### config.mk
export PLATFORM = sky130hd
export DESIGN_NAME = dcpt_timer
export DESIGN_NICKNAME = d
export VERILOG_FILES = /design/src/rtl/dcpt_pkg.sv /design/src/rtl/dcpt_ctrl_fsm.sv /design/src/rtl/dcpt_prescaler.sv /design/src/rtl/dcpt_count_cmp.sv /design/src/rtl/dcpt_timer.sv
export SDC_FILE = /design/constraint.sdc
export NUM_CORES = 1
export LEC_CHECK = 0
export BUFFER_PORTS_ARGS = -buffer_cell sky130_fd_sc_hd__clkbuf_2
export CAP_MARGIN = 15
export CORE_MARGIN = 2
export CORE_UTILIZATION = 40
export DETAILED_ROUTE_END_ITERATION = 10
export GPL_ROUTABILITY_DRIVEN = 1
export GPL_TIMING_DRIVEN = 1
export HOLD_SLACK_MARGIN = 0.03
export SKIP_CTS_REPAIR_TIMING = 1
export SYNTH_ARGS = -nofsm -noshare
export SYNTH_HDL_FRONTEND = slang
export SYNTH_HIERARCHICAL = 1
export SYNTH_SLANG_ARGS = --single-unit
### constraint.sdc
create_clock -name clk -period 2.9 [get_ports clk]
set_input_delay 0.435 -clock clk [delete_from_list [all_inputs] [get_ports clk]]
set_output_delay 0.435 -clock clk [all_outputs]
set_load 0.02 [all_outputs]
### src/rtl/dcpt_pkg.sv
package dcpt_pkg;
    localparam int CNT_W   = 16;
    localparam int SCALE_W = 4;
    localparam int MODE_W  = 2;
    localparam int ADDR_W  = 2;
    localparam int NUM_CMP = 2;

    // setup register field positions
    localparam int SCALE_LSB = 0;
    localparam int M1_LSB    = 6;
    localparam int M2_LSB    = 8;
    localparam int DONE_BIT  = 12;
    localparam int F1_BIT    = 13;
    localparam int F2_BIT    = 14;
    localparam int EN_BIT    = 15;

    typedef enum logic [ADDR_W-1:0] {
        REG_SETUP = 2'd0,
        REG_COUNT = 2'd1,
        REG_CMP1  = 2'd2,
        REG_CMP2  = 2'd3
    } reg_addr_e;

    typedef enum logic [1:0] {
        ST_UNCONF  = 2'd0,
        ST_STOPPED = 2'd1,
        ST_RUNNING = 2'd2
    } run_state_e;

    typedef struct packed {
        logic [SCALE_W-1:0] scale;
        logic [MODE_W-1:0]  mode1;
        logic [MODE_W-1:0]  mode2;
    } cfg_t;
endpackage

### src/rtl/dcpt_ctrl_fsm.sv
module dcpt_ctrl_fsm
    import dcpt_pkg::*;
(
    input  logic       clk,
    input  logic       rst,
    input  logic       setup_wr,
    input  logic       wr_run,
    input  cfg_t       wr_cfg,
    output cfg_t       cfg_q,
    output logic       count_en,
    output logic       setup_done,
    output run_state_e state_o
);
    run_state_e state_q, state_d;

    // state register
    always_ff @(posedge clk) begin
        if (rst) state_q <= ST_UNCONF;
        else     state_q <= state_d;
    end

    // next state
    always_comb begin
        state_d = state_q;
        unique case (state_q)
            ST_UNCONF: begin
                if (setup_wr) state_d = wr_run ? ST_RUNNING : ST_STOPPED;
            end
            ST_STOPPED: begin
                if (setup_wr && wr_run) state_d = ST_RUNNING;
            end
            ST_RUNNING: begin
                if (setup_wr && !wr_run) state_d = ST_STOPPED;
            end
            default: state_d = ST_UNCONF;
        endcase
    end

    // configuration captured only on the first setup write
    always_ff @(posedge clk) begin
        if (rst) begin
            cfg_q <= '0;
        end else if (setup_wr && state_q == ST_UNCONF) begin
            cfg_q <= wr_cfg;
        end
    end

    // outputs
    always_comb begin
        count_en   = 1'b0;
        setup_done = 1'b0;
        unique case (state_q)
            ST_UNCONF:  begin count_en = 1'b0; setup_done = 1'b0; end
            ST_STOPPED: begin count_en = 1'b0; setup_done = 1'b1; end
            ST_RUNNING: begin count_en = 1'b1; setup_done = 1'b1; end
            default:    begin count_en = 1'b0; setup_done = 1'b0; end
        endcase
    end

    assign state_o = state_q;
endmodule

### src/rtl/dcpt_prescaler.sv
module dcpt_prescaler #(
    parameter int SCALE_W = 4
) (
    input  logic               clk,
    input  logic               rst,
    input  logic               hold,
    input  logic               ref_en,
    input  logic [SCALE_W-1:0] scale,
    output logic               tick
);
    localparam int PRE_W = (1 << SCALE_W) - 1;

    logic [PRE_W-1:0] pre_q;
    logic [PRE_W:0]   one_w;
    logic [PRE_W:0]   mask_w;
    logic [PRE_W-1:0] mask;

    assign one_w  = {{PRE_W{1'b0}}, 1'b1};
    assign mask_w = (one_w << scale) - one_w;
    assign mask   = mask_w[PRE_W-1:0];

    assign tick = ref_en && !hold && ((pre_q & mask) == mask);

    always_ff @(posedge clk) begin
        if (rst || hold) pre_q <= '0;
        else if (ref_en) pre_q <= pre_q + 1'b1;
    end
endmodule

### src/rtl/dcpt_count_cmp.sv
module dcpt_count_cmp #(
    parameter int CNT_W   = 16,
    parameter int NUM_CMP = 2
) (
    input  logic                          clk,
    input  logic                          rst,
    input  logic                          tick,
    input  logic                          cnt_wr,
    input  logic [CNT_W-1:0]              wdata,
    input  logic [NUM_CMP-1:0]            cmp_wr,
    input  logic [NUM_CMP-1:0]            flag_clr,
    output logic [CNT_W-1:0]              cnt_q,
    output logic [NUM_CMP-1:0][CNT_W-1:0] cmp_q,
    output logic [NUM_CMP-1:0]            flag_q
);
    localparam int WRAP_IDX = NUM_CMP - 1;

    logic [NUM_CMP-1:0] hit;

    for (genvar g = 0; g < NUM_CMP; g++) begin : g_cmp
        always_ff @(posedge clk) begin
            if (rst)            cmp_q[g] <= '0;
            else if (cmp_wr[g]) cmp_q[g] <= wdata;
        end

        assign hit[g] = tick && (cnt_q == cmp_q[g]);

        // a new event beats a clear in the same cycle
        always_ff @(posedge clk) begin
            if (rst)              flag_q[g] <= 1'b0;
            else if (hit[g])      flag_q[g] <= 1'b1;
            else if (flag_clr[g]) flag_q[g] <= 1'b0;
        end
    end

    always_ff @(posedge clk) begin
        if (rst)                cnt_q <= '0;
        else if (cnt_wr)        cnt_q <= wdata;
        else if (hit[WRAP_IDX]) cnt_q <= '0;
        else if (tick)          cnt_q <= cnt_q + 1'b1;
    end
endmodule

### src/rtl/dcpt_timer.sv
module dcpt_timer
    import dcpt_pkg::*;
(
    input  logic              clk,
    input  logic              rst,
    input  logic              ref_en,
    input  logic              wr_en,
    input  logic [ADDR_W-1:0] wr_addr,
    input  logic [CNT_W-1:0]  wr_data,
    input  logic [ADDR_W-1:0] rd_addr,
    output logic [CNT_W-1:0]  rd_data,
    output logic              irq
);
    logic setup_wr, cnt_wr;
    logic [NUM_CMP-1:0] cmp_wr, flag_clr, flag_q, mode_on;
    cfg_t wr_cfg, cfg_q;
    logic count_en, setup_done, tick;
    run_state_e state;
    logic [CNT_W-1:0] cnt_q;
    logic [NUM_CMP-1:0][CNT_W-1:0] cmp_q;
    logic [CNT_W-1:0] setup_rd;

    // write decode
    assign setup_wr    = wr_en && (reg_addr_e'(wr_addr) == REG_SETUP);
    assign cnt_wr      = wr_en && (reg_addr_e'(wr_addr) == REG_COUNT);
    assign cmp_wr[0]   = wr_en && (reg_addr_e'(wr_addr) == REG_CMP1);
    assign cmp_wr[1]   = wr_en && (reg_addr_e'(wr_addr) == REG_CMP2);
    assign flag_clr[0] = setup_wr && wr_data[F1_BIT];
    assign flag_clr[1] = setup_wr && wr_data[F2_BIT];

    assign wr_cfg.scale = wr_data[SCALE_LSB +: SCALE_W];
    assign wr_cfg.mode1 = wr_data[M1_LSB +: MODE_W];
    assign wr_cfg.mode2 = wr_data[M2_LSB +: MODE_W];

    dcpt_ctrl_fsm u_fsm (
        .clk        (clk),
        .rst        (rst),
        .setup_wr   (setup_wr),
        .wr_run     (wr_data[EN_BIT]),
        .wr_cfg     (wr_cfg),
        .cfg_q      (cfg_q),
        .count_en   (count_en),
        .setup_done (setup_done),
        .state_o    (state)
    );

    dcpt_prescaler #(.SCALE_W(SCALE_W)) u_pre (
        .clk    (clk),
        .rst    (rst),
        .hold   (!count_en || cnt_wr),
        .ref_en (ref_en),
        .scale  (cfg_q.scale),
        .tick   (tick)
    );

    dcpt_count_cmp #(.CNT_W(CNT_W), .NUM_CMP(NUM_CMP)) u_cc (
        .clk      (clk),
        .rst      (rst),
        .tick     (tick),
        .cnt_wr   (cnt_wr),
        .wdata    (wr_data),
        .cmp_wr   (cmp_wr),
        .flag_clr (flag_clr),
        .cnt_q    (cnt_q),
        .cmp_q    (cmp_q),
        .flag_q   (flag_q)
    );

    // setup read image
    always_comb begin
        setup_rd                          = '0;
        setup_rd[SCALE_LSB +: SCALE_W]    = cfg_q.scale;
        setup_rd[M1_LSB +: MODE_W]        = cfg_q.mode1;
        setup_rd[M2_LSB +: MODE_W]        = cfg_q.mode2;
        setup_rd[DONE_BIT]                = setup_done;
        setup_rd[F1_BIT]                  = flag_q[0];
        setup_rd[F2_BIT]                  = flag_q[1];
        setup_rd[EN_BIT]                  = count_en;
    end

    always_comb begin
        rd_data = '0;
        unique case (reg_addr_e'(rd_addr))
            REG_SETUP: rd_data = setup_rd;
            REG_COUNT: rd_data = cnt_q;
            REG_CMP1:  rd_data = cmp_q[0];
            REG_CMP2:  rd_data = cmp_q[1];
            default:   rd_data = '0;
        endcase
    end

    assign mode_on[0] = |cfg_q.mode1;
    assign mode_on[1] = |cfg_q.mode2;
    assign irq        = |(flag_q & mode_on);
endmodule

* After elaboration in Yosys (flattened, before gate mapping)
Index checks and enable logic that the tools add are counted.
Word-level totals: flip-flop bits (word level) 75, input bits 24, output and inout bits 17, logic and storage cells 74
Operators by class: add/sub/neg operators 3, equal/unequal tests 14, shifts and indexed selects 1, muxes and demuxes 15, bitwise operators 2, reduce and logical (&&, ||, !) cells 29
Operators by type and width (number):
- $pmux 16 s4 | 1
- $mux 16 | 3
- $eq 16x16->1 | 2
- $add 16x1->16 const B | 1
- $add 15x1->15 const B | 1
- $and 15x15->15 | 1
- $eq 15x15->1 | 1
- $shl 1x4->15 const A | 1
- $sub 15x1->15 const B | 1
- $logic_and 1x1->1 | 13
- $eq 2x2->1 const B | 5
- $mux 2 | 4
- $reduce_or 2->1 | 4
- $eq 2x1->1 const B | 3
- $logic_not 2->1 | 3
- $mux 1 | 6
- $pmux 2 s3 | 1
- $ne 2x1->1 const B | 2
- $reduce_bool 2->1 | 2
- $logic_not 1->1 | 3
- $reduce_and 3->1 | 1
- $reduce_bool 3->1 | 1
- $and 2x2->2 | 1
- $logic_or 1x1->1 | 2
- $ne 2x2->1 const B | 1

* Depth between registers and ports, before layout
Gate-level depths: netlist of the first run.
depth after elaboration 10, depth in mapped cells 15, depth with buffers taken out 13

* Hierarchy
Netlist of the first run, hierarchy kept.
By module, submodules not included:
- dcpt_count_cmp | instances 1, cells an instance 297, area each 2681.3 µm², seq. area each 1001.0 µm²
- dcpt_prescaler | instances 1, cells an instance 119, area each 922.1 µm², seq. area each 300.3 µm²
- dcpt_timer | instances 1, cells an instance 36, area each 478.0 µm², seq. area each 0.0 µm²
- dcpt_ctrl_fsm | instances 1, cells an instance 53, area each 449.2 µm², seq. area each 200.2 µm²

* Worst setup path after synthesis of the first run
OpenSTA, ideal clock, no wires.
path type reg-to-reg, from register u_fsm/cfg_q[4] (netlist name), to register u_cc.cnt_q[10], library setup time 0.116 ns, arrival time 2.696 ns, required time 2.784 ns, setup slack 0.088 ns, stages on the path, launching flop included 14, path buffers 2, clock period less this slack 2.812 ns, cells stage by stage dfxtp_1 buf_4 nor3_1 nand2_1 ha_1 buf_6 or4_1 a31oi_1 nor4_1 and3_1 nor2_1 nor2_1 mux2_2 a31o_1
On the way: word-level cells in the longest chain between the ends 8, elaborated cells on any way between the ends 9, those cells by class add/sub (1); eq/ne (1); shift (1); mux (2); bitwise (1); reduce/logical (3)
Ends and longest elaborated chain:
- $shl 1x4->15 (*) | line dcpt_prescaler.sv:19 | assign mask_w = (one_w << scale) - one_w;
- $sub 15x1->15 (*) | line dcpt_prescaler.sv:19
- $and 15x15->15 | line dcpt_prescaler.sv:22 | assign tick = ref_en && !hold && ((pre_q & mask) == mask);
- $eq 15x15->1 (*) | line dcpt_prescaler.sv:22
- $logic_and 1x1->1 (*) | line dcpt_prescaler.sv:22
- via tick | line dcpt_timer.sv:17 | logic count_en, setup_done, tick;
- $logic_and 1x1->1 | line dcpt_count_cmp.sv:26 | assign hit[g] = tick && (cnt_q == cmp_q[g]);
- $mux 16 | line dcpt_count_cmp.sv:39 | else if (hit[WRAP_IDX]) cnt_q <= '0;
- $mux 16 | line dcpt_count_cmp.sv:38 | else if (cnt_wr) cnt_q <= wdata;
- to (signal assigned) | line dcpt_count_cmp.sv:38
- to (signal assigned) | line dcpt_count_cmp.sv:40 | else if (tick) cnt_q <= cnt_q + 1'b1;
- to (decl) | line dcpt_count_cmp.sv:12 | output logic [CNT_W-1:0] cnt_q,
Mark *: on every way through the listed nets, which the timed path passes. The rest lies on a longest branch. A chain may end at the register's enable or synchronous reset.

* Worst setup path after layout of the first run
from register u_fsm/cfg_q[5] (netlist name), to register u_cc.cnt_q[10]
On the way: word-level cells in the longest chain between the ends 8, elaborated cells on any way between the ends 9, those cells by class add/sub (1); eq/ne (1); shift (1); mux (2); bitwise (1); reduce/logical (3)
Ends and longest elaborated chain (line):
- $shl 1x4->15 (*) | dcpt_prescaler.sv:19
- $sub 15x1->15 (*) | dcpt_prescaler.sv:19
- $and 15x15->15 | dcpt_prescaler.sv:22
- $eq 15x15->1 (*) | dcpt_prescaler.sv:22
- $logic_and 1x1->1 (*) | dcpt_prescaler.sv:22
- via tick | dcpt_timer.sv:17
- $logic_and 1x1->1 | dcpt_count_cmp.sv:26
- $mux 16 | dcpt_count_cmp.sv:39
- $mux 16 | dcpt_count_cmp.sv:38
Marked as above.

==> results of run 1 <==
final timing paths:
path	from	to	slack (ps)	depth (start not counted)
min reg2reg	u_fsm/cfg_q[3]	u_fsm/cfg_q[3]	480	2
max	u_fsm/cfg_q[5]	u_cc/cnt_q[10]	150	14
max reg2reg	u_fsm/cfg_q[5]	u_cc/cnt_q[10]	150	14
min	wr_data[4]	u_cc/cmp_q[4]	380	3
critical path, cell delays in order, from the launching register on:
cell and delay, ps:
sky130_fd_sc_hd__dfxtp_2 330, sky130_fd_sc_hd__nor3_2 200, sky130_fd_sc_hd__nand2_1 130, sky130_fd_sc_hd__ha_4 200, sky130_fd_sc_hd__buf_4 150, sky130_fd_sc_hd__nor3_1 170, sky130_fd_sc_hd__a21oi_1 60, sky130_fd_sc_hd__o311ai_1 290
sky130_fd_sc_hd__nor4_1 80, sky130_fd_sc_hd__and3_2 250, sky130_fd_sc_hd__buf_4 170, sky130_fd_sc_hd__nor2_2 100, sky130_fd_sc_hd__nor2_1 40, sky130_fd_sc_hd__mux2_2 260, sky130_fd_sc_hd__a31o_1 210
routing by layer:
layer / routed length [µm] / track usage [%] / vias up
met5: 0 / 0 / -
met3: 616 / 3.35 / 8
met4: 141 / 6.67 / 0
met1: 5650 / 28.4 / 1879
met2: 5510 / 30.3 / 112
li1: - / - / 1846
final cells by class:
class | instances | area, µm²
clock buffer | 11 | 253
timing repair buffer | 62 | 369
clock inverter | 5 | 75.1
sequential | 75 | 1500
inverter | 9 | 33.8
fill | 1080 | 5760
multi-input combinational | 380 | 2760
tap | 140 | 175
placed cells by master (no fill, tap or decap), types with 5 or more instances in the layout:
master	count
sky130_fd_sc_hd__a31oi_1	6
sky130_fd_sc_hd__mux2i_1	36
sky130_fd_sc_hd__dfxtp_1	73
sky130_fd_sc_hd__nand2_1	30
sky130_fd_sc_hd__a21oi_1	31
sky130_fd_sc_hd__xor2_1	42
sky130_fd_sc_hd__o21ai_0	18
sky130_fd_sc_hd__o22ai_2	6
sky130_fd_sc_hd__clkbuf_16	9
sky130_fd_sc_hd__nor2_1	63
sky130_fd_sc_hd__nor3_1	8
sky130_fd_sc_hd__mux4_2	7
sky130_fd_sc_hd__xnor2_1	13
sky130_fd_sc_hd__mux2_2	5
sky130_fd_sc_hd__nand3_1	24
sky130_fd_sc_hd__nand4_1	6
sky130_fd_sc_hd__mux4_1	5
sky130_fd_sc_hd__inv_1	8
sky130_fd_sc_hd__nor3b_1	12
sky130_fd_sc_hd__ha_1	5
sky130_fd_sc_hd__buf_4	21
sky130_fd_sc_hd__nor4_1	6
sky130_fd_sc_hd__clkbuf_2	40
sequential cells by signal (all words and copies together) (netlist names):
signal / cells
u_cc/cnt_q: 16
u_pre/pre_q: 15
u_cc/flag_q: 2
u_fsm/state_o: 2
u_cc/cmp_q: 32
u_fsm/cfg_q: 8
where the power goes:
part / leakage (µW) / switching (µW) / total [µW] / internal [µW]
Combinational: 0.00129 / 377 / 652 / 276
Clock: 0.000165 / 445 / 1240 / 796
Sequential: 0.000610 / 74.1 / 1160 / 1080
per-stage QoR:
stage / util, % / std cells / cell area [µm²] / hold slack (ps)
after floorplan: - / 505 / 4530 / 432
after global placement: 43.9 / 664 / 4800 / 462
after detailed placement: 43.9 / 664 / 4800 / 471
after CTS: 46.9 / 680 / 5120 / 370
after global routing: 47.3 / 682 / 5170 / 379
final: 47.3 / 682 / 5170 / 377
cell families after synthesis:
group / Yosys count / synth area share, %
fa+ha+maj: 6 / 1.66
compound gates: 78 / 11.2
simple gates: 188 / 21.3
buf+inv: 50 / 6.52
flops: 75 / 33.1
xor+xnor: 55 / 10.6
mux: 53 / 15.6
==> summary.md, run 1 <==
The region available for standard cell placement spans 0.0109 mm². Proportion of synthesized chip area in sequential cells: 33.1%. For the pin with the worst max-slew slack, the measured transition is 738 ps.

The number of antenna diodes in the final layout is 0. Of all flip-flops after synthesis, the portion carrying an async set or reset was 0%. Entering global routing, the biggest net connects 39 pins. The run gives 5 as the number of iterations in the first detailed-routing pass.

The areal power density over the cells is 590 mW/mm², and the maximum clock frequency is 364 MHz. Summing every instance area after synthesis gives 0.00453 mm². The flip-flop cell with the highest count after synthesis was sky130_fd_sc_hd__dfxtp_1. Buffers placed on the I/O ports in this run total 40. In the final layout, the share of cells above drive strength 1 is 21.8%. The run gives 9 as the number of buffers created by CTS. The clock tree root driver cell was sky130_fd_sc_hd__clkbuf_16. The initial utilization of the core area, before any placement, comes to 41.4%.

After layout, the design draws a total of 3050 µW. The run gives 19.8% as the global-route usage over all layers. For the worst setup path, the data arrival time is 2990 ps.

Between clock sinks in the finished design, the worst skew comes to 5.78 ps. The run finished with clean final reports. Via count of the first global-routing pass: 3632. The run gives 75 as the clock sink total. When the netlist entered floorplanning its net count stood at 535.

Yosys printed 6 warnings. Leakage dissipation: 0.00207 µW. For this block, the initial DRC count from the detailed router was 288. The smallest clock period supported by the final layout is computed as 2750 ps. The aggregate global routing overflow was 0. Dividing the detail-routed wire length by the instance count gives 17.5 µm.

The die covers 0.0122 mm². The tools report the element type at the critical path start as a flip-flop. After the last flow step, the layout net total stands at 567. The die is 110 µm wide.

In the post-route analysis, the smallest setup slack over all paths is 149 ps. Max-cap violations in this run came to 0. Along the worst path, the maximum fanout reaches 6.

Once detail routing completed, the nets flagged for antenna violations numbered 0. Flip-flop and latch count after synthesis: 75. In this run, distinct cell masters in the synthesized netlist total 56. Compared with the post-synthesis result, the final layout area differs by 14.2%.

The count of flip-flops with a built-in enable after synthesis came out at 0. The most common cell in the synthesized netlist is sky130_fd_sc_hd__dfxtp_1. The routability congestion estimate from global placement is 0.890, and the cell count after synthesis is 505. Estimated wirelength of the detail-placed design: 8.49 mm.

The wire length of the first global-routing pass was 19.5 mm; the per-cell via count in the routed design was 5.64. For the count of H-tree levels built during CTS, the log shows 3. Setup repair after global routing left no endpoint under its margin. The logs give 0 for the number of max-slew violations in the final report and 0 for the remaining routing DRC violations. The peak supply drop was 0.000308 V. The average instance area after synthesis came out at 8.97 µm². After layout, the worst path uses 94.9% of the clock period. sky130_fd_sc_hd__dfxtp_1 takes more of the synthesized area than any other cell. The worst setup path is captured at a flip-flop. Counting along the longest clock path gives a buffer depth of 2.

The critical path in this run is classified as flip-flop to flip-flop. The worst slew margin relative to its limit was 50.6%; the overall die height was 110 µm. Summing over every cut layer, the via total after detailed routing is 3845.

The final layout contains routed wiring with a total length of 11.9 mm. The required time at the worst-slack endpoint was 3140 ps. In this run the biggest area consumer among cell types represents 33.1% of the synthesized area.

For the latest clock arrival within the worst-skew pair, the log shows 340 ps. The commonest cells after synthesis are 75 x sky130_fd_sc_hd__dfxtp_1, 65 x sky130_fd_sc_hd__nor2_1, 42 x sky130_fd_sc_hd__xor2_1. TritonCTS built the clock tree.

The tightest min-delay check is of the primary input to flip-flop type. The row count was 38. Before CTS, the worst setup slack after placement is 31.6 ps. During I/O placement, the number of pins put on the boundary was 41. The run gives 0 as the final count of hold timing violations. The clock transition at the registers of the reported paths was 60 ps. The tools report the number of antenna violations at the first check in global routing as 0. Count of endpoints failing setup in the final report: 0. By area the synthesized netlist is led by sky130_fd_sc_hd__dfxtp_1 33%, sky130_fd_sc_hd__xor2_1 8.1%, sky130_fd_sc_hd__mux2i_1 8.0%. After routing, the total negative slack on setup checks comes to 0 ps.
Power figures use the tool's default switching activity.
==> run 2: changes to the inputs <==
- SETUP_SLACK_MARGIN: default -> 0.2
==> summary.md, run 2 (synthesized netlist as in run 1, its figures left out) <==
Traced cell by cell, the critical path runs through nor3_4, nand2_2, ha_4, buf_6, nor2b_1, o21ai_1, o311ai_1, nor4_1, and3_4, inv_4, nor4_2, nand2b_1, o21ai_1, a221oi_1. Measured against its own limit, the worst slew margin works out to 47.7%. The per-cell via count in the routed design was 5.57; the final count of hold timing violations was 0. Most common library cell in the layout ignoring fill and taps: sky130_fd_sc_hd__dfxtp_1.

The total power is 2970 µW. The number of buffers created by CTS came out at 9. In this run the deepest clock path goes through 2 buffers.

The type of the tightest min-delay check is primary input to flip-flop. In this design, the critical path's most frequently occurring cell is sky130_fd_sc_hd__o21ai_1. The tree is rooted in a sky130_fd_sc_hd__clkbuf_16.

The count of buffers added on input and output ports is 40. Along the worst hold path, the cell count comes to 3. The slew at the pin closest to its max-slew limit is 778 ps, and the number of buffer and inverter stages on the critical path is 2.

The tool flagged a number of max-cap violations equal to 0. STA classifies the critical path startpoint as a flip-flop. For this block, wires on met1 add up to 5.86 mm. For the number of antenna violations at the first check in global routing, the log shows 0. For the post-layout instance count excluding filler cells, the log shows 684.

Setup repair after global routing could not meet its margin everywhere. In the final routed layout, each cell accounts on average for 17.5 µm. After routing, the total negative slack on setup checks comes to 0 ps.

From synthesis to final layout, the design area changed by 14.9%. The flow ran to the end, and the final reports show no timing, DRC or antenna violations. The count of nets left with antenna violations once routing finished came out at 0. Required time at the worst-slack endpoint: 3150 ps. For this run, the detailed router's first-pass iteration total came to 4.

The routed layout has 3810 vias. The library cells used most frequently in the layout, excluding fill and tap cells, are 72 x sky130_fd_sc_hd__dfxtp_1, 63 x sky130_fd_sc_hd__nor2_1, 42 x sky130_fd_sc_hd__xor2_1. Including well taps, the total number of placed cells is 662.

The largest registers in the layout are u_cc/cmp_q (32), u_cc/cnt_q (16), u_pre/pre_q (15). The global-route usage over all layers is 20.1%. Detailed placement finished with a half-perimeter wire length of 8.48 mm.

The peak per-stage delay on the critical path is 370 ps. TritonCTS built the clock tree. At the end of the flow, the number of nets in the layout was 569. The initial utilization of the core area, before any placement, comes to 41.4%.

The logs give 0 for the remaining routing DRC violations and 379 MHz for the maximum clock frequency. On the final layout, the worst clock skew is 4.72 ps. The worst-case IR drop observed on VDD is 0.000375 V. The minimum setup slack among reg-to-reg paths came out at 260 ps. The terminus of the critical flop-to-flop path is u_cc/cnt_q[8].

From left edge to right edge, the die measures 110 µm. The clock tree synthesis step divided the H-tree into 3 levels. The largest net degree at the start of global routing came out at 51. The time the worst path needs with I/O delays and setup came out at 2640 ps.

The total overflow left after global routing is 0. Standard cell with the maximum stage delay on the critical path: sky130_fd_sc_hd__dfxtp_4. The final period utilization was 91.0%.

The path with the worst hold slack has its endpoint at u_cc/cmp_q[20]. Counting every sink on the clock net gives 75. Counting cells, the worst reg-to-reg path comes to 14. The tools report the count of endpoints failing setup in the final report as 0.

The gate family responsible for the most delay along the worst path is simple AND/OR/NAND/NOR gates. The amount of wire on met3 after detailed routing is 645 µm. Detailed routing placed a total of 5.30 mm of wire on met2. The first global-routing pass estimated 19.5 mm of wire. More flip-flops sit in one register than any other, and that register is u_cc/cmp_q. Number of top-level pins: 41.

The floorplan has 38 rows. Measured along the y axis, the die boundary spans 110 µm. The number of max-slew violations in the final report is 0. The flip-flop count of the largest register, all copies and words added is 32, and the area of the die is 0.0122 mm². The areal power density over the cells works out to 571 mW/mm². The logs give 0.00151 mm² for the area used by sequential logic in the layout and 0.810 for the routability congestion estimate from global placement. Data arrives at the worst endpoint at 2880 ps. For this run, the share of the core covered by cells in the final layout is 47.6%.

Summed area of non-filler cells in the final layout: 0.00521 mm². Summed over all layers, the routed wires come to 12.0 mm. In this run, the number of DRC markers left after iteration 0 of detailed routing was 261. STA classifies the critical path endpoint as a flip-flop. In the final layout, the share of cells above drive strength 1 is 23.2%.

For the leakage dissipation, the log shows 0.00207 µW. The layout has 1058 filler cells. Clock-pin slew was measured on the worst setup and hold paths at 60 ps.

Number of antenna cells inserted: 0. In this run the worst path has a maximum fanout of 6. By startpoint and endpoint, the worst setup path is classified as flip-flop to flip-flop.

The origin of the worst min-delay path was wr_data[4]. The placed instances occupy a cell area of 0.00479 mm². The latest clock arrival within the worst-skew pair is 350 ps, and the multi-input gate area in the final layout is 0.00281 mm².

After floorplanning, the core was sized to cover 0.0109 mm². The uppermost layer routed was met4. The via count of the first global-routing pass came out at 3640. The worst register-to-register path begins at u_fsm/cfg_q[5].
==> run 2: changes by cell type in the layout (fill, tap and decap cells not counted), sizes merged <==
| cell | previous run | this run |
|---|---|---|
| clkinvlp | 0 | 1 |
| buf | 22 | 24 |
| bufinv | 2 | 1 |
==> run 2: final cells by class <==
| type | count | area share [%] |
|---|---|---|
| sequential | 75 | 29.0 |
| inverter | 9 | 0.697 |
| clock buffer | 11 | 4.66 |
| tap | 140 | 3.36 |
| multi-input combinational | 380 | 53.9 |
| timing repair buffer | 64 | 7.45 |
| clock inverter | 5 | 1.01 |
==> run 2: metal layers <==
layer / GRT usage (%) / up-vias
met5: 0 / -
met4: 6.92 / 0
met3: 4.34 / 12
met2: 30.3 / 100
met1: 28.5 / 1845
li1: - / 1853
==> run 2: how the worst max path moves through the flow <==
stage / startpoint / to / slack [ps] / cells after the start
floorplan: u_fsm/cfg_q[4] / u_cc/cnt_q[10] / 230 / 13
global placement: u_fsm/cfg_q[5] / u_cc/cnt_q[8] / 100 / 13
detailed placement: u_fsm/cfg_q[5] / u_cc/cnt_q[8] / 50 / 13
CTS: u_fsm/cfg_q[5] / u_cc/cnt_q[8] / -5 / 13
global route: u_fsm/cfg_q[5] / u_cc/cnt_q[8] / 80 / 14
finish: u_fsm/cfg_q[5] / u_cc/cnt_q[8] / 260 / 14
==> run 2: where the power goes <==
part / internal [µW] / switching, µW / leakage, µW
Clock: 685 / 444 / 0.000145
Sequential: 1080 / 76.9 / 0.000611
Combinational: 292 / 390 / 0.00131
Total: 2060 / 911 / 0.00207
==> run 2: worst reg2reg max path: cells and delay by family, from the launching register on <==
| family | cells | cell delay [ps] |
|---|---|---|
| AND/OR/NAND/NOR | 7 | 1320 |
| AO/OA/AOI/OAI | 4 | 470 |
| flip-flops | 1 | 370 |
| adder cells (fa/ha/maj) | 1 | 190 |
| buffers and inverters | 2 | 180 |
==> run 2: through the flow <==
step	setup WS, ps	hold slack [ps]
after floorplan	226	432
after global placement	99.2	466
after detailed placement	54.7	470
after CTS	-5.19	367
after global routing	83.9	385
final	262	367
==> run 3: changes to the inputs <==
- RECOVER_POWER: default -> 100
- SLEW_MARGIN: default -> 20
==> summary.md, run 3 (synthesized netlist as in run 1, its figures left out) <==
The detailed router finished its first iteration with 212 violations. For the post-placement setup slack, the log shows 54.7 ps. The per-cell via count in the routed design is 5.57, and the max-capacitance violation count is 0.

After detailed routing, the number of remaining DRC violations is 0. The worst register-to-register path ends at u_cc/cnt_q[8]. The tools report the arrival time of data at the critical path endpoint as 2870 ps.

In this run the worst hold path is classified as primary input to flip-flop. The tools report the source of the worst register-to-register timing path as u_fsm/cfg_q[5]. Counting buffers and inverters, the worst setup path is 14 cells deep. Cell depth of the worst flop-to-flop path: 14. In this run the worst path has a maximum fanout of 6. The largest registers in the layout are u_cc/cmp_q (32), u_cc/cnt_q (16), u_pre/pre_q (15). STA classifies the critical path startpoint as a flip-flop. The number of max-slew violations in the final report was 0.

The die is 110 µm wide. The first global-routing pass estimated 19.5 mm of wire. The run gives 9 as the number of buffers created by CTS.

The gate family responsible for the most delay along the worst path was simple AND/OR/NAND/NOR gates. Dividing the final minimum period by the clock period gives 90.7%. Number of antenna violations at the first check in global routing: 0. Headroom to the max-slew limit came out at 3.70%. At the worst endpoint, the required time is 3140 ps.

For the aggregate global routing overflow, the log shows 0. Clock tree root driver cell: sky130_fd_sc_hd__clkbuf_16. For the hold slack, the log shows 373 ps. The origin of the worst min-delay path was wr_data[4]. The H-tree was split into 3 levels. Setup slack on the worst reg-to-reg path comes out at 270 ps.

The flip-flop count of the largest register, all copies and words added is 32, and the clock skew after layout is 3.40 ps. For this design the static power due to leakage is 0.00199 µW. The via count of the first global-routing pass was 3640; the total detailed-routing wirelength was 12.0 mm. Entering global routing, the biggest net connects 51 pins. The slowest stage of the critical path is the sky130_fd_sc_hd__dfxtp_4 cell. Of the cells placed in the final design, the portion with a size suffix greater than 1 is 18.8%. Detailed placement ended at an HPWL of 8.48 mm.

Relative to the synthesized area, the layout overhead comes to 13.9%. The flow ran to the end, and the final reports show no timing, DRC or antenna violations. Cells fill 47.2% of the core in the end.

In this run the vertical extent of the chip is 110 µm. The die covers 0.0122 mm². For this design the top-level I/O count stands at 41.

Leaving out fill and tap cells, the most frequent cell in the layout is sky130_fd_sc_hd__dfxtp_1. Traced cell by cell, the critical path runs through nor3_4, nand2_2, ha_4, buf_6, nor2b_1, o21ai_1, o311ai_1, nor4_1, and3_4, inv_4, nor4_2, nand2b_1, o21ai_1, a221oi_1. The first TritonRoute pass finished after 5 iterations. The longest clock path from root to sink contains 2 buffers.

The register with the most flip-flops in the final layout is u_cc/cmp_q. The worst setup path is captured at a flip-flop. The total via count in the routed design is 3810. Dividing the detail-routed wire length by the instance count gives 17.5 µm. Setup violations remaining at the end of the flow were counted as 0. The net total in the final layout is 569, and the slew at the pin closest to its max-slew limit is 1440 ps. The clock sink total is 75. Among the stages of the critical path, the cell type that occurs most often is sky130_fd_sc_hd__o21ai_1. The row count is 38, and the cell area after placement is 0.00479 mm². The count of buffers added on input and output ports is 40.

The clock transition at the registers of the reported paths is 60 ps. The critical path is of the flip-flop to flip-flop type. The peak supply drop was 0.000372 V; the number of buffer and inverter stages on the critical path was 2. Power spread over the standard cell area amounts to 573 mW/mm².

The tools report the initial core utilization as 41.4%. Setup repair after global routing could not meet its margin everywhere. The logs give 0.0109 mm² for the area of the core and 340 ps for the latest clock arrival within the worst-skew pair.

The time the worst path needs with I/O delays and setup is 2630 ps, and the global-route usage over all layers is 20.1%. The repair_antennas step left the layout with diodes totalling 0. Timing would allow up to 380 MHz.

With fillers left out, the area of the finished cells amounts to 0.00516 mm². The logs give 0 for the final count of hold timing violations and 0.810 for the routability congestion estimate from global placement. Endpoint of the worst hold path: u_cc/cmp_q[20]. TritonCTS built the clock tree. Counting the fill cells in the layout gives 1074.

Setup slack on the critical path of the routed design comes to 271 ps. The peak per-stage delay on the critical path is 370 ps. In the layout the commonest cells are 72 x sky130_fd_sc_hd__dfxtp_1, 63 x sky130_fd_sc_hd__nor2_1, 42 x sky130_fd_sc_hd__xor2_1. Counting instances, the worst hold path has a depth of 3. The remaining number of nets flagged by the antenna check after routing came out at 0.
-- run 3: cell count changes in the layout (fill, tap and decap cells not counted), sizes merged --
cell / previous run / this run
buf: 24 / 22
clkbuf: 51 / 53
-- run 3: final cells by class --
type | instances | area [µm²] | share of cell area (%)
clock buffer | 11 | 243 | 4.71
clock inverter | 5 | 52.6 | 1.02
inverter | 9 | 36.3 | 0.703
multi-input combinational | 380 | 2790 | 54.0
sequential | 75 | 1510 | 29.2
tap | 140 | 175 | 3.40
timing repair buffer | 64 | 358 | 6.94
-- run 3: worst reg2reg max path: cells and delay by family, from the launching register on --
family | cells | cell delay, ps
flops | 1 | 370
compound gates | 4 | 470
buf+inv | 2 | 180
fa+ha+maj | 1 | 190
simple gates | 7 | 1320
-- run 3: metal layers --
metal  up-vias  track usage (%)  part of all wire [%]
li1       1852                -                     -
met1      1830             28.5                    49
met2       119             30.3                    45
met3         9             4.34                   4.8
met4         0             6.92                   1.1
met5         -                0                     0
-- run 3: how the worst max path moves through the flow --
stage	start	end	slack (ps)
3_5_place_dp	u_fsm/cfg_q[5]	u_cc/cnt_q[8]	50
3_3_place_gp	u_fsm/cfg_q[5]	u_cc/cnt_q[8]	100
2_1_floorplan	u_fsm/cfg_q[4]	u_cc/cnt_q[10]	230
4_1_cts	u_fsm/cfg_q[5]	u_cc/cnt_q[8]	-5
5_1_grt	u_fsm/state_o[0]	u_cc/cnt_q[8]	60
6_report	u_fsm/cfg_q[5]	u_cc/cnt_q[8]	270
-- run 3: stage by stage --
| stage | cells | power, µW | TNS [ps] |
|---|---|---|---|
| final | 684 | 2960 | 0 |
| after global routing | 684 | 3110 | 0 |
| after CTS | 678 | 2950 | -5.19 |
| after detailed placement | 662 | 1810 | 0 |
| after global placement | 662 | 1800 | 0 |
| after floorplan | 505 | 1640 | 0 |
-- run 3: power by group --
| part | internal [µW] | total (µW) | switching [µW] |
|---|---|---|---|
| Sequential | 1080 | 1160 | 77.1 |
| Clock | 685 | 1120 | 434 |
| Combinational | 286 | 675 | 389 |
